File: config.mk
export PLATFORM = sky130hd
export DESIGN_NAME = kbd_data_buffer
export DESIGN_NICKNAME = d
export VERILOG_FILES = /design/src/rtl/kbd_data_buffer.sv
export SDC_FILE = /design/constraint.sdc
export NUM_CORES = 1
export LEC_CHECK = 0
export BUFFER_PORTS_ARGS = -buffer_cell sky130_fd_sc_hd__buf_2
export CAP_MARGIN = 0
export CORE_ASPECT_RATIO = 0.6
export CORE_MARGIN = 5
export CORE_UTILIZATION = 36
export CTS_CLUSTER_SIZE = 10
export DETAILED_ROUTE_END_ITERATION = 8
export PLACE_DENSITY = 0.66
export RECOVER_POWER = 50
export SLEW_MARGIN = 0
export SYNTH_ARGS = -nofsm -noshare
export SYNTH_HDL_FRONTEND = slang
export SYNTH_SLANG_ARGS = --single-unit
File: constraint.sdc
create_clock -name clk -period 1.85 [get_ports clk]
set_input_delay 0.37 -clock clk [delete_from_list [all_inputs] [get_ports clk]]
set_output_delay 0.37 -clock clk [all_outputs]
set_load 0.02 [all_outputs]
File: src/rtl/kbd_data_buffer.sv
module kbd_data_buffer #(
  parameter int DW = 8,
  parameter logic [DW-1:0] CMD_OFF = 8'hAD,
  parameter logic [DW-1:0] CMD_ON  = 8'hAE
) (
  input  logic          clk,
  input  logic          rst_n,
  input  logic          addr,
  input  logic          rd_stb,
  input  logic          wr_stb,
  input  logic [DW-1:0] wr_data,
  output logic [DW-1:0] rd_data,
  output logic          irq,
  input  logic          rx_valid,
  input  logic [DW-1:0] rx_code,
  output logic          tx_valid,
  output logic [DW-1:0] tx_data,
  input  logic          tx_ready,
  output logic          ctl_cmd_stb,
  output logic [DW-1:0] ctl_cmd
);

  localparam int FLAGS = 4;

  logic [DW-1:0] held, tx_q;
  logic full, ovr, busy, off;

  wire data_rd = rd_stb & ~addr;
  wire data_wr = wr_stb & ~addr;
  wire cmd_wr  = wr_stb &  addr;
  wire take    = rx_valid & ~off;

  always_ff @(posedge clk) begin
    if (!rst_n) begin
      held <= '0;
      full <= 1'b0;
      ovr  <= 1'b0;
    end else if (data_rd) begin
      full <= take;
      ovr  <= 1'b0;
      if (take) held <= rx_code;
    end else if (take) begin
      if (!full) begin
        held <= rx_code;
        full <= 1'b1;
      end else begin
        ovr <= 1'b1;
      end
    end
  end

  always_ff @(posedge clk) begin
    if (!rst_n) begin
      busy <= 1'b0;
      tx_q <= '0;
    end else if (busy && tx_ready) begin
      busy <= 1'b0;
    end else if (data_wr && !busy) begin
      busy <= 1'b1;
      tx_q <= wr_data;
    end
  end

  always_ff @(posedge clk) begin
    if (!rst_n)                           off <= 1'b0;
    else if (cmd_wr && wr_data == CMD_OFF) off <= 1'b1;
    else if (cmd_wr && wr_data == CMD_ON)  off <= 1'b0;
  end

  wire [DW-1:0] status = {{(DW-FLAGS){1'b0}}, off, ovr, busy, full};

  assign rd_data     = addr ? status : held;
  assign irq         = full;
  assign tx_valid    = busy;
  assign tx_data     = tx_q;
  assign ctl_cmd_stb = cmd_wr;
  assign ctl_cmd     = wr_data;

  a_r3_read_clears_irq: assert property (@(posedge clk) disable iff (!rst_n)
    (data_rd && !rx_valid) |=> !irq);

  a_r4_held_kept_on_overrun: assert property (@(posedge clk) disable iff (!rst_n)
    (irq && rx_valid && !off && !data_rd) |=> ($stable(held) && ovr));

  a_r4_overrun_sticky: assert property (@(posedge clk) disable iff (!rst_n)
    (ovr && !data_rd) |=> ovr);

  a_r5_tx_holds: assert property (@(posedge clk) disable iff (!rst_n)
    (tx_valid && !tx_ready) |=> (tx_valid && $stable(tx_data)));

  a_r8_off_no_fill: assert property (@(posedge clk) disable iff (!rst_n)
    (off && !irq) |=> !irq);

endmodule

==> flow_summary.ini <==
[global_routing]
grt_max_degree = 21
grt.overflow.total = 0
grt_pass1_wl_mm = 3.66
grt_usage_pct = 11.7
antenna_found_initial = 0
grt_pass1_vias = 793

[critical_path]
reg2regPathDepth = 4
arrival_ps = 1690
r2r_start = tx_valid
crit_chain = nor3b_1, clkbuf_1, mux2i_1, nor2b_1
reg2reg_to = tx_data[4]
critPathMaxStageDelay_ps = 490
worst-endpoint-required_ps = 2000
crit_path_start_kind = register
worst-path-max-fanout = 8
cp_slowest_cell = clkbuf_1
cp-end-kind = register
r2r_slack_ps = 300
crit_type = reg2reg

[cts]
ctsHoldBuffers = 0
cts_resized = 0
clock-root-buffer = clkbuf_8
clock_latency_ps = 250
cts_buffer_depth = 2
cts_tree = yes
clkSinkCount = 20
htreeDepth = 1
cts_buffers = 3
cts_setup_buffers = 0
clk_pin_slew_ps = 70

[floorplan]
fp.coreArea_um2 = 2520
io_pins = 50
die_y_um = 49.9
rows = 14
die-area_um2 = 3820
die_w_um = 76.5
initial_core_util_pct = 37.8

[drt]
drt-initial-drc-count = 55
wl_per_cell_um = 13.2
met1_length_um = 941
dr_wl_met2_mm = 1.11
routed.top_layer = met4
vias_per_cell = 4.69
totalWireLength_mm = 2.19
wl_met3_um = 120
drtPass1Iterations = 4
route.detailed.drc = 0
ant_nets = 0
vias = 778

[layout]
stdcell_count = 166
diodes = 0
synthToLayoutAreaGrowth_pct = 24.9
nets = 158
final_util_pct = 47.3
n_fill_cell = 256
drive_gt1_share_pct = 32.1

[yosys]
synth_ff_type = dfxtp_1
synth-edff-count = 0
synthArstFlopShare_pct = 0
synth_most_common_cell = nor2b_1
yosys_register_bits = 20
netlist_top_cells_count = 21 x nor2b_1, 20 x dfxtp_1, 16 x mux2i_1, 8 x buf_4, 4 x mux2_2
synth_cell_types = 22
synth-seq-area-share_pct = 41.9
syn_area_um2 = 955
synth_area_per_cell_um2 = 10.4
yosysWarnings = 0
synth_area_leaders = dfxtp_1 42%, mux2i_1 17%, nor2b_1 14%
yosys.area.top_type = dfxtp_1
synth_top_area_share_pct = 41.9
syn_nets = 115
synth_cells = 92

[placement]
hpwl_mm = 1.74
gp_congestion = 0.744
pre_cts_slack_ps = 318
dp.cells = 162
placement.io_buffers = 49

[sta]
worstMarginPinSlew_ps = 614
setup_violations = 0
clock_skew_ps = 2.38
max_freq_mhz = 647
layout_setup_ws_ps = 305
final.setup.tns_ps = 0
period_share_pct = 83.5
final.min_clock_period_ps = 1550
finalHoldViolCount = 0
maxSlewViolCount = 0
grt_setup_unrepaired = no
max_slew_margin_pct = 59.1

[power]
ir_drop_mv = 0.549
p_leak_nw = 0.515
pwr_density_cell_nw_per_um2 = 812

[hold_path]
worstHoldStart = rx_code[5]
min_path_type = in2reg
worstHoldPathCells = 3
hold_end = held[5]

[flow_run]
cap_violations = 0

[outcome]
outcome = complete, no violations
## critical path: cells and delay by family, from the launching register on
kind	cells	cell delay [ps]
simple gates	2	340
buf+inv	1	490
mux	1	280
flops	1	330
## per-stage QoR
step / power (mW) / hold WS, ps / instance area [um^2]
floorplan: 0.605 / 446 / 955
global placement: 0.660 / 469 / 1170
detailed placement: 0.666 / 493 / 1170
CTS: 0.992 / 370 / 1220
global route: 1.02 / 376 / 1190
finish: 0.968 / 377 / 1190
## state kept, by name, summed over array words and instances (netlist names)
name,flops
tx_data,8
off,1
held,8
irq,1
ovr,1
tx_valid,1
## per-layer routing
metal / vias up / GRT usage, %
met4: 0 / 2.62
met2: 19 / 21.6
met3: 2 / 4.73
met1: 373 / 12.7
met5: - / 0
li1: 384 / -
## kinds of logic after synthesis
group	synth area share, %
DFF	41.9
AOI/OAI and AO/OA	6.03
buffers and inverters	8.91
muxes	21.5
and+or+nand+nor	21.6
## where the power goes
part           switching (mW)  internal (mW)
Sequential             0.0137          0.454
Combinational           0.102         0.0764
Clock                   0.132          0.189
## final cells by class
cell class	instances	area [um^2]	area share, %
Sequential cell	20	400	33.6
Tap cell	32	40.0	3.36
Inverter	2	7.51	0.630
Multi-Input combinational cell	58	462	38.7
Clock buffer	4	55.1	4.62
Timing Repair Buffer	50	228	19.1
## placed cells by master, fill, tap and decap left out
master,n
clkbuf_1,18
nand4b_1,2
o21ai_0,1
mux2i_1,16
nand2b_4,2
a31oi_1,1
nor3_1,1
o21a_1,1
buf_2,32
mux2_2,4
clkbuf_8,4
nor2b_1,21
a21boi_0,2
inv_1,2
nor2_1,1
nand2_1,2
a21oi_2,1
nor3b_1,1
o31ai_1,1
dfxtp_1,20
and2_1,1
## worst max-delay path by stage
stage | cells after the start | from | slack (ps) | end
2_1_floorplan | 2 | addr | 540 | rd_data[0]
3_3_place_gp | 5 | addr | 370 | held[6]
3_5_place_dp | 5 | addr | 320 | held[7]
4_1_cts | 3 | addr | 360 | rd_data[1]
5_1_grt | 4 | tx_valid | 220 | tx_data[4]
6_report | 4 | tx_valid | 300 | tx_data[4]
(Power assumes the default switching activity.)
